<file path="src/rtl/sio_fifo_pkg.sv">
// Package: shared constants and the register index type for the FIFO pair.
// Assumes every count field is 6 bits wide, so the depth must not exceed 63.
package sio_fifo_pkg;
    localparam int DATA_W        = 8;
    localparam int REG_W         = 32;
    localparam int FIELD_W       = 6;
    localparam int NUM_CH        = 2;
    localparam int CH_TX         = 0;
    localparam int CH_RX         = 1;
    localparam int CTL_EN_BIT    = 0;
    localparam int CTL_FLUSH_BIT = 1;
    localparam int CTL_LVL_LSB   = 8;
    localparam int ST_RXFILL_LSB = 0;
    localparam int ST_TXFILL_LSB = 8;
    localparam int ST_TXFREE_LSB = 24;

    typedef enum logic [2:0] {
        REG_TX_CTL = 3'd0,
        REG_RX_CTL = 3'd1,
        REG_STATUS = 3'd2,
        REG_TX_BUF = 3'd3,
        REG_RX_BUF = 3'd4
    } reg_sel_e;
endpackage

</file>
<file path="src/rtl/sio_fifo_ctrl.sv">
// Module: per-queue control word (enable, self-clearing flush, threshold).
// Assumes the write strobe is already qualified by the register index.
module sio_fifo_ctrl
    import sio_fifo_pkg::*;
(
    input  logic               clk,
    input  logic               rst_n,
    input  logic               wr,
    input  logic [REG_W-1:0]   wdata,
    output logic               en,
    output logic               flush,
    output logic [FIELD_W-1:0] level,
    output logic [REG_W-1:0]   rdback
);
    logic               en_q;
    logic               flush_q;
    logic [FIELD_W-1:0] lvl_q;

    // Capture the fields on a write; flush is held for exactly one cycle.
    always_ff @(posedge clk) begin
        if (!rst_n) begin
            en_q    <= 1'b0;
            flush_q <= 1'b0;
            lvl_q   <= '0;
        end else begin
            flush_q <= wr && wdata[CTL_FLUSH_BIT];
            if (wr) begin
                en_q  <= wdata[CTL_EN_BIT];
                lvl_q <= wdata[CTL_LVL_LSB +: FIELD_W];
            end
        end
    end

    // Pack the fields back into their bit positions for readback.
    always_comb begin
        rdback                           = '0;
        rdback[CTL_EN_BIT]               = en_q;
        rdback[CTL_FLUSH_BIT]            = flush_q;
        rdback[CTL_LVL_LSB +: FIELD_W]   = lvl_q;
    end

    assign en    = en_q;
    assign flush = flush_q;
    assign level = lvl_q;

    AST_FLUSH_PULSE: assert property (@(posedge clk) disable iff (!rst_n)
        (flush_q && !(wr && wdata[CTL_FLUSH_BIT])) |=> !flush_q);
endmodule

</file>
<file path="src/rtl/sio_fifo_store.sv">
// Module: circular byte queue with fill count, enable gating and flush.
// Assumes the flush is a one-cycle pulse; flush overrides push and pop.
module sio_fifo_store
    import sio_fifo_pkg::*;
#(
    parameter int DEPTH = 32
)(
    input  logic               clk,
    input  logic               rst_n,
    input  logic               en,
    input  logic               flush,
    input  logic               push,
    input  logic [DATA_W-1:0]  push_data,
    input  logic               pop,
    output logic [DATA_W-1:0]  head,
    output logic [FIELD_W-1:0] count
);
    localparam int PTR_W = (DEPTH > 1) ? $clog2(DEPTH) : 1;
    localparam logic [PTR_W-1:0]   LAST_PTR = PTR_W'(DEPTH - 1);
    localparam logic [FIELD_W-1:0] FULL_CNT = FIELD_W'(DEPTH);

    logic [DATA_W-1:0]  mem [DEPTH];
    logic [PTR_W-1:0]   wr_ptr;
    logic [PTR_W-1:0]   rd_ptr;
    logic [FIELD_W-1:0] cnt_q;
    logic               push_ok;
    logic               pop_ok;

    // Qualify push and pop with enable, flush and fill limits.
    always_comb begin
        push_ok = en && !flush && push && (cnt_q != FULL_CNT);
        pop_ok  = en && !flush && pop  && (cnt_q != '0);
    end

    // Store the accepted byte at the write pointer.
    always_ff @(posedge clk) begin
        if (push_ok) begin
            mem[wr_ptr] <= push_data;
        end
    end

    // Advance the pointers and the fill count, or clear them on flush.
    always_ff @(posedge clk) begin
        if (!rst_n || flush) begin
            wr_ptr <= '0;
            rd_ptr <= '0;
            cnt_q  <= '0;
        end else begin
            if (push_ok) begin
                wr_ptr <= (wr_ptr == LAST_PTR) ? '0 : wr_ptr + 1'b1;
            end
            if (pop_ok) begin
                rd_ptr <= (rd_ptr == LAST_PTR) ? '0 : rd_ptr + 1'b1;
            end
            case ({push_ok, pop_ok})
                2'b10:   cnt_q <= cnt_q + 1'b1;
                2'b01:   cnt_q <= cnt_q - 1'b1;
                default: cnt_q <= cnt_q;
            endcase
        end
    end

    assign head  = mem[rd_ptr];
    assign count = cnt_q;

    AST_CNT_BOUND: assert property (@(posedge clk) disable iff (!rst_n)
        cnt_q <= FULL_CNT);
    AST_FULL_HOLD: assert property (@(posedge clk) disable iff (!rst_n)
        (cnt_q == FULL_CNT && push && !pop && !flush) |=> cnt_q == FULL_CNT);
    AST_FLUSH_EMPTY: assert property (@(posedge clk) disable iff (!rst_n)
        flush |=> cnt_q == '0);
    AST_DISABLED_HOLD: assert property (@(posedge clk) disable iff (!rst_n)
        (!en && !flush) |=> $stable(cnt_q));
    AST_EMPTY_POP: assert property (@(posedge clk) disable iff (!rst_n)
        (cnt_q == '0 && pop && !push && !flush) |=> cnt_q == '0);
    AST_PUSH_POP_BAL: assert property (@(posedge clk) disable iff (!rst_n)
        (en && !flush && push && pop && cnt_q != '0 && cnt_q != FULL_CNT)
        |=> $stable(cnt_q));
endmodule

</file>
<file path="src/rtl/sio_status_pack.sv">
// Module: packs the receive fill, transmit fill and transmit free space.
// Assumes both counts are already bounded by the depth.
module sio_status_pack
    import sio_fifo_pkg::*;
#(
    parameter int DEPTH = 32
)(
    input  logic [FIELD_W-1:0] rx_fill,
    input  logic [FIELD_W-1:0] tx_fill,
    output logic [REG_W-1:0]   status
);
    logic [FIELD_W-1:0] tx_free;

    // Derive the free space and place each field at its bit position.
    always_comb begin
        tx_free                             = FIELD_W'(DEPTH) - tx_fill;
        status                              = '0;
        status[ST_RXFILL_LSB +: FIELD_W]    = rx_fill;
        status[ST_TXFILL_LSB +: FIELD_W]    = tx_fill;
        status[ST_TXFREE_LSB +: FIELD_W]    = tx_free;
    end
endmodule

</file>
<file path="src/rtl/sio_fifo_pair.sv">
// Module: top of the serial FIFO pair - register decode, queues, requests.
// Assumes single-cycle strobes; read data is combinational on the index.
module sio_fifo_pair
    import sio_fifo_pkg::*;
#(
    parameter int DEPTH = 32
)(
    input  logic              clk,
    input  logic              rst_n,
    input  logic              bus_wr,
    input  logic              bus_rd,
    input  logic [2:0]        bus_addr,
    input  logic [31:0]       bus_wdata,
    output logic [31:0]       bus_rdata,
    output logic              tx_valid,
    output logic [7:0]        tx_byte,
    input  logic              tx_take,
    input  logic              rx_put,
    input  logic [7:0]        rx_byte,
    output logic              tx_req,
    output logic              rx_req
);
    logic               ch_en    [NUM_CH];
    logic               ch_flush [NUM_CH];
    logic [FIELD_W-1:0] ch_lvl   [NUM_CH];
    logic [REG_W-1:0]   ch_rd    [NUM_CH];
    logic               ch_push  [NUM_CH];
    logic [DATA_W-1:0]  ch_pdata [NUM_CH];
    logic               ch_pop   [NUM_CH];
    logic [DATA_W-1:0]  ch_head  [NUM_CH];
    logic [FIELD_W-1:0] ch_cnt   [NUM_CH];
    logic [REG_W-1:0]   status;
    reg_sel_e           sel;

    assign sel = reg_sel_e'(bus_addr);

    // One control word and one queue per direction.
    for (genvar c = 0; c < NUM_CH; c++) begin : g_ch
        sio_fifo_ctrl u_ctrl (
            .clk    (clk),
            .rst_n  (rst_n),
            .wr     (bus_wr && (bus_addr == 3'(c))),
            .wdata  (bus_wdata),
            .en     (ch_en[c]),
            .flush  (ch_flush[c]),
            .level  (ch_lvl[c]),
            .rdback (ch_rd[c])
        );
        sio_fifo_store #(.DEPTH(DEPTH)) u_store (
            .clk       (clk),
            .rst_n     (rst_n),
            .en        (ch_en[c]),
            .flush     (ch_flush[c]),
            .push      (ch_push[c]),
            .push_data (ch_pdata[c]),
            .pop       (ch_pop[c]),
            .head      (ch_head[c]),
            .count     (ch_cnt[c])
        );
    end

    // Route bus and line traffic to the push and pop sides of each queue.
    always_comb begin
        ch_push[CH_TX]  = bus_wr && (sel == REG_TX_BUF);
        ch_pdata[CH_TX] = bus_wdata[DATA_W-1:0];
        ch_pop[CH_TX]   = tx_take;
        ch_push[CH_RX]  = rx_put;
        ch_pdata[CH_RX] = rx_byte;
        ch_pop[CH_RX]   = bus_rd && (sel == REG_RX_BUF);
    end

    sio_status_pack #(.DEPTH(DEPTH)) u_status (
        .rx_fill (ch_cnt[CH_RX]),
        .tx_fill (ch_cnt[CH_TX]),
        .status  (status)
    );

    // Select the read data for the addressed register.
    always_comb begin
        bus_rdata = '0;
        case (sel)
            REG_TX_CTL: bus_rdata = ch_rd[CH_TX];
            REG_RX_CTL: bus_rdata = ch_rd[CH_RX];
            REG_STATUS: bus_rdata = status;
            REG_RX_BUF: if (ch_en[CH_RX] && ch_cnt[CH_RX] != '0)
                            bus_rdata = {{(REG_W-DATA_W){1'b0}}, ch_head[CH_RX]};
            default:    bus_rdata = '0;
        endcase
    end

    // Line side of the transmit queue and the two service requests.
    always_comb begin
        tx_valid = ch_en[CH_TX] && (ch_cnt[CH_TX] != '0);
        tx_byte  = ch_head[CH_TX];
        tx_req   = ch_en[CH_TX] && (ch_cnt[CH_TX] <= ch_lvl[CH_TX]);
        rx_req   = ch_en[CH_RX] && (ch_cnt[CH_RX] >= ch_lvl[CH_RX]);
    end

    AST_TX_REQ_OFF: assert property (@(posedge clk) disable iff (!rst_n)
        !ch_en[CH_TX] |-> !tx_req);
    AST_RX_REQ_OFF: assert property (@(posedge clk) disable iff (!rst_n)
        !ch_en[CH_RX] |-> !rx_req);
    AST_EMPTY_RD_ZERO: assert property (@(posedge clk) disable iff (!rst_n)
        (bus_rd && sel == REG_RX_BUF && ch_cnt[CH_RX] == '0) |-> bus_rdata == '0);
    AST_STAT_SUM: assert property (@(posedge clk) disable iff (!rst_n)
        (7'(status[ST_TXFILL_LSB +: FIELD_W]) + 7'(status[ST_TXFREE_LSB +: FIELD_W]))
        == 7'(DEPTH));
    AST_TX_VALID_EMPTY: assert property (@(posedge clk) disable iff (!rst_n)
        (status[ST_TXFILL_LSB +: FIELD_W] == '0) |-> !tx_valid);
endmodule

</file>
<file path="config.mk">
export PLATFORM = sky130hd
export DESIGN_NAME = sio_fifo_pair
export DESIGN_NICKNAME = d
export VERILOG_FILES = /design/src/rtl/sio_fifo_pkg.sv /design/src/rtl/sio_fifo_ctrl.sv /design/src/rtl/sio_fifo_store.sv /design/src/rtl/sio_status_pack.sv /design/src/rtl/sio_fifo_pair.sv
export SDC_FILE = /design/constraint.sdc
export NUM_CORES = 1
export LEC_CHECK = 0
export BUFFER_PORTS_ARGS = -buffer_cell sky130_fd_sc_hd__buf_2
export CORE_MARGIN = 8
export CORE_UTILIZATION = 62
export CTS_BUF_LIST = sky130_fd_sc_hd__clkbuf_16
export CTS_CLUSTER_SIZE = 24
export DETAILED_ROUTE_END_ITERATION = 10
export PLACE_DENSITY_LB_ADDON = 0.25
export SKIP_CTS_REPAIR_TIMING = 1
export SKIP_LAST_GASP = 1
export SLEW_MARGIN = 15
export SYNTH_ARGS = -nofsm -noshare
export SYNTH_HDL_FRONTEND = slang
export SYNTH_SLANG_ARGS = --single-unit
</file>
<file path="constraint.sdc">
create_clock -name clk -period 4.1 [get_ports clk]
set_input_delay 0 -clock clk [delete_from_list [all_inputs] [get_ports clk]]
set_output_delay 0 -clock clk [all_outputs]
set_load 0.02 [all_outputs]
</file>
# After elaboration in Yosys (flattened, before gate mapping)
# Memory sizes are Yosys's and may differ from the RTL's. A register that Yosys moved wholly into a read port is not among the register bits.
# Index checks and enable logic that the tools add are counted.
# totals
ff_bits	48
latch_bits	0
mem_bits_rw	512
mem_bits_ro	0
input_bits	49
output_inout_bits	43
wordCells	85
memories	2
# mem_list
name	depth	word_bits	rd	rd_clocked_by_memory_dff	write_ports	line_no	text
g_ch[0].u_store.mem	32	8	1	1	1	sio_fifo_store.sv:22	logic [DATA_W-1:0] mem [DEPTH];
g_ch[1].u_store.mem	32	8	1	1	1	sio_fifo_store.sv:22	
# classes
addsub	9
multipliers	0
div_mod_pow	0
magnitude_cmp	2
eq_ne	14
shift	0
mux	16
n_bitwise	0
n_reduce_logical	30
# op_table
op	n
$pmux W30 S4	1
$mux W5	8
$pmux W6 S2	2
$add A5 B1 Y5 const B	4
$eq A5 B5 Y1 const B	4
$logic_and A1 B1 Y1	20
$add A6 B1 Y6 const B	2
$ne A6 B6 Y1 const B	2
$reduce_bool A6 Y1	2
$sub A6 B1 Y6 const B	2
$mux W8	1
$eq A3 B2 Y1 const B	2
$ge A6 B6 Y1	1
$le A6 B6 Y1	1
$sub A6 B6 Y6 const A	1
$eq A2 B1 Y1 const B	2
$eq A2 B2 Y1 const B	2
$mux W1	4
$reduce_bool A2 Y1	2
$eq A3 B1 Y1 const B	1
$eq A3 B3 Y1 const B	1
$logic_not A1 Y1	3
$logic_not A3 Y1	1
$logic_or A1 B1 Y1	2

# Longest topological paths before layout
# depth
ltp_word	6
mapped_depth	16
depth_no_buf	13

# Cells and area by module
# From an unflattened synthesis, not the netlist that was laid out.
# unflattened
cells_unflattened	1620
hier_area_um2	25105.3
# by_module_without_submodules
mod	instances	cells_each	area_each_um2	seq_area_each_um2
sio_fifo_store	2	635	11234.5	8107.8
sio_fifo_pair	1	198	1272.5	0.0
sio_fifo_ctrl	2	57	536.8	160.2
sio_status_pack	1	38	290.3	0.0

# Worst setup path after synthesis
# OpenSTA, ideal clock, no wires.
# synth_path
path_type	register to register
start	register g_ch[1].u_store.cnt_q[1]
end	register g_ch[1].u_store.cnt_q[5]
setup_time_ns	0.128
arrival_ns	3.099
required_time_ns	3.972
slack_ns	0.874
path_stages_with_launch	14
path_buffers	3
synth_period_minus_slack_ns	3.226
path_cell_list	dfxtp_1 -> buf_6 -> or4_4 -> buf_6 -> o31a_1 -> clkinv_1 -> ha_1 -> clkbuf_1 -> or4b_1 -> or2_2 -> a211oi_1 -> mux2i_1 -> xnor2_1 -> nor2_1
# synth_between
elab_chain_cells	4
elab_cells_between_ends	10
classes_between	2 x add/sub; 3 x eq/ne; 1 x mux; 4 x reduce/logical
# synth_rtl
element	line_no	text
start, declared	sio_fifo_store.sv:25	logic [FIELD_W-1:0] cnt_q;
start signal, assigned	sio_fifo_store.sv:56	2'b10: cnt_q <= cnt_q + 1'b1;
start signal, assigned	sio_fifo_store.sv:57	2'b01: cnt_q <= cnt_q - 1'b1;
start signal, assigned	sio_fifo_store.sv:58	default: cnt_q <= cnt_q;
parallel branches: the longest is 4 deep, another holds $sub A6 B1 Y6	--	
# Several ways; the timed one is not identified.
# A chain may end at the register's enable or synchronous reset.

# Final worst setup path
# layout_path
start	register g_ch[0].u_store.cnt_q[0]
end	register g_ch[0].u_store.cnt_q[5]
# layout_between
elab_chain_cells	4
elab_cells_between_ends	10
classes_between	2 x add/sub; 3 x eq/ne; 1 x mux; 4 x reduce/logical
# layout_rtl
element	line_no
start, declared	sio_fifo_store.sv:25
start signal, assigned	sio_fifo_store.sv:56
start signal, assigned	sio_fifo_store.sv:57
start signal, assigned	sio_fifo_store.sv:58
parallel branches: the longest is 4 deep, another holds $sub A6 B1 Y6	--
# Several ways; the timed one is not identified.

==> flow_summary.json <==
{
  "cts-buffers-inserted": 54,
  "ir_drop_v": 0.000423,
  "synth_top_cell_by_area": "edfxtp_1",
  "fin_crit_sh_pct": 86.4,
  "cts-root-buf": "clkbuf_16",
  "rows": 71,
  "violations": "hold timing",
  "ys_types": 63,
  "dieArea_um2": 44200,
  "yosys-top-cells-area": "edfxtp_1 66%, mux4_2 15%, dfxtp_1 5.0%",
  "wl_met3_um": 2880,
  "area_growth_syn_to_layout_pct": 12.0,
  "synthTopCellsByCount": "512 x edfxtp_1, 160 x mux4_2, 120 x nor2_1",
  "clk_latency_ns": 0.60,
  "path_max_fanout": 12,
  "syn-cell-area_um2": 23400,
  "outcome": "complete, but fails checks",
  "start_kind": "register",
  "hpwl_um": 29100,
  "first_pass_iters": 6,
  "fp.dieH_um": 210,
  "top_layer": "met4",
  "holdWs_ns": -0.00849,
  "relSlewSlack_pct": 40.4,
  "timing_worst_slew_pin_value_ns": 0.891,
  "final.fill_count": 2293,
  "yosys_warnings": 0,
  "ant_nets": 0,
  "synth.avg_cell_area_um2": 18.0,
  "final_util_pct": 70.1,
  "fmaxAchievable_mhz": 282,
  "synth_ff_type": "edfxtp_1",
  "synth_top_area_share_pct": 65.7,
  "rsz0062_at_grt": "false",
  "seqPwrFrac_pct": 54.9,
  "maxCapViolations": 0,
  "clkSlewWorstSetupHoldPaths_ns": 0.06,
  "grt_max_degree": 46,
  "ys_ff_latch": 570,
  "hold_viol": 2,
  "drt-met1-wl_um": 19000,
  "cts_sinks": 570,
  "yosysSeqAreaShare_pct": 70.6,
  "antenna_found_initial": 0,
  "gp_congestion": 0.882,
  "post-route-min-period_ns": 3.54,
  "die_w_um": 210,
  "internal_power_uw": 9300,
  "drv_slew": 0,
  "p_comb_share_pct": 1.5,
  "wl_um": 47500,
  "fin_skew_ns": 0.0163,
  "hold_class": "in2reg",
  "htree_num_levels": 2,
  "synth_edf_count": 512,
  "switching_share_pct": 19.3,
  "cts_tree": "built",
  "drc_errors": 0,
  "core_area_um2": 37400,
  "setup_viol": 0,
  "endpoint_kind": "register",
  "clock_power_share_pct": 43.6,
  "dr_total_vias": 12048,
  "nets": 1463,
  "via_per_inst": 6.23,
  "cts.path.max_buffers": 3,
  "p_leak_uw": 0.00821,
  "post-synth-top-count-cell": "edfxtp_1",
  "wl_per_cell_um": 24.6,
  "ios": 92,
  "grt_pass1_wl_um": 72300,
  "switchingPower_uw": 2230,
  "antenna_cells": 0,
  "synthArstFlopShare_pct": 0,
  "p_per_area_nw_per_um2": 440,
  "wl_met2_um": 24500,
  "grt_usage_pct": 21.6,
  "drive_gt1_share_pct": 23.5,
  "drt_iter0_drc": 1054,
  "syn_inst": 1298,
  "start_util_pct": 62.6,
  "path_class": "reg2reg",
  "tns_ns": 0,
  "grt_pass1_vias": 12089,
  "io_buffers": 61,
  "grt-ovfl-total": 0,
  "cp.arrival_ns": 3.99,
  "cp.required_ns": 4.55
}
==> kinds of logic (layout without fill, tap and decap cells) <==
| logic type | Yosys count | in the layout | synth area share, % |
|---|---|---|---|
| buffers and inverters | 106 | 220 | 2.02 |
| AOI/OAI and AO/OA | 122 | 122 | 3.26 |
| other | 1 | 12 | 0.0160 |
| and+or+nand+nor | 272 | 272 | 5.50 |
| muxes | 183 | 183 | 16.4 |
| xor gates and xnor gates | 13 | 13 | 0.486 |
| adders and majority gates | 31 | 31 | 1.66 |
| DFF | 570 | 570 | 70.6 |
==> power by group through the flow <==
| stage | clock network (uW) | logic (uW) | registers, uW |
|---|---|---|---|
| finish | 5020 | 174 | 6330 |
| global route | 5290 | 189 | 6320 |
| global placement | 0 | 147 | 6450 |
| floorplan | 0 | 59.4 | 6450 |
| CTS | 5080 | 156 | 6330 |
| detailed placement | 0 | 155 | 6450 |
==> registers in the layout, indices dropped and copies added, names as in the netlist, named ones only <==
| signal | flops |
|---|---|
| g_ch.u_ctrl.flush | 2 |
| g_ch.u_ctrl.en | 2 |
| g_ch.u_store.count | 12 |
| g_ch.u_ctrl.level | 12 |
| g_ch.u_store.wr_ptr | 10 |
| g_ch.u_store.mem | 512 |
| g_ch.u_store.rd_ptr | 10 |
==> metal layers <==
layer | vias to the layer above | global-route usage, %
li1 | 5313 | -
met5 | - | 0
met4 | 0 | 7.02
met1 | 6197 | 28.6
met3 | 72 | 3.43
met2 | 466 | 36.7
==> area by class of cell <==
cell class                 instances  area, um2  area share (%)
clock buffer                      55       1380            5.25
sequential                       570      16500            63.1
tap                              511        639            2.44
clock inverter                    41        408            1.56
inverter                          26       97.6           0.372
multi-input combinational        633       6440            24.6
timing repair buffer              98        701            2.67
==> cells in the final DEF, fill, tap and decap left out, types with 7 or more instances in the layout <==
master / netlist / layout
a21oi_1: 47 / 47
a31oi_1: 10 / 10
nand3b_1: 10 / 10
clkinv_1: 1 / 12
nor2_1: 120 / 120
bufinv_16: 0 / 8
nand2_1: 66 / 66
nand2b_1: 8 / 8
xor2_1: 8 / 8
mux2i_1: 13 / 13
nand3_1: 9 / 9
nor3_1: 10 / 10
mux4_2: 160 / 160
inv_1: 23 / 34
dfxtp_1: 58 / 53
mux2_2: 9 / 9
buf_2: 11 / 61
dlygate4sd3_1: 0 / 27
o21ai_0: 20 / 20
edfxtp_1: 512 / 512
ha_1: 31 / 31
clkbuf_16: 0 / 55
a21boi_0: 15 / 15
nor2b_1: 7 / 7
conb_1: 1 / 12
==> through the flow <==
step / instance area (um2) / total power (uW) / setup WS (ns) / instances
global placement: 24200 / 6600 / 0.710 / 1811
global route: 26200 / 11800 / 0.285 / 1934
floorplan: 23500 / 6510 / 0.874 / 1309
finish: 26200 / 11500 / 0.558 / 1934
detailed placement: 24200 / 6610 / 0.618 / 1811
CTS: 25900 / 11600 / 0.588 / 1907
==> worst paths after layout <==
path | start | to | slack [ns] | depth (start not counted)
max | g_ch[0].u_store.count[0] | g_ch[0].u_store.count[5] | 0.56 | 12
min | bus_wdata[0] | g_ch[0].u_ctrl.en | -0.008 | 3
max reg2reg | g_ch[0].u_store.count[0] | g_ch[0].u_store.count[5] | 0.56 | 12
min reg2reg | g_ch[0].u_ctrl.level[1] | g_ch[0].u_ctrl.level[1] | 0.49 | 2
==> critical path, stage by stage, from the launching register on <==
cell      delay [ns]
dfxtp_1         0.39
inv_1           0.20
ha_1            0.24
nor4b_1         0.37
a21oi_1         0.26
inv_2           0.19
ha_1            0.43
or4b_2          0.62
a211oi_1        0.23
o31ai_1         0.10
o211ai_1        0.12
o21ai_0         0.09
nor3b_1         0.15
No activity file was read; power rests on OpenSTA's default activity.
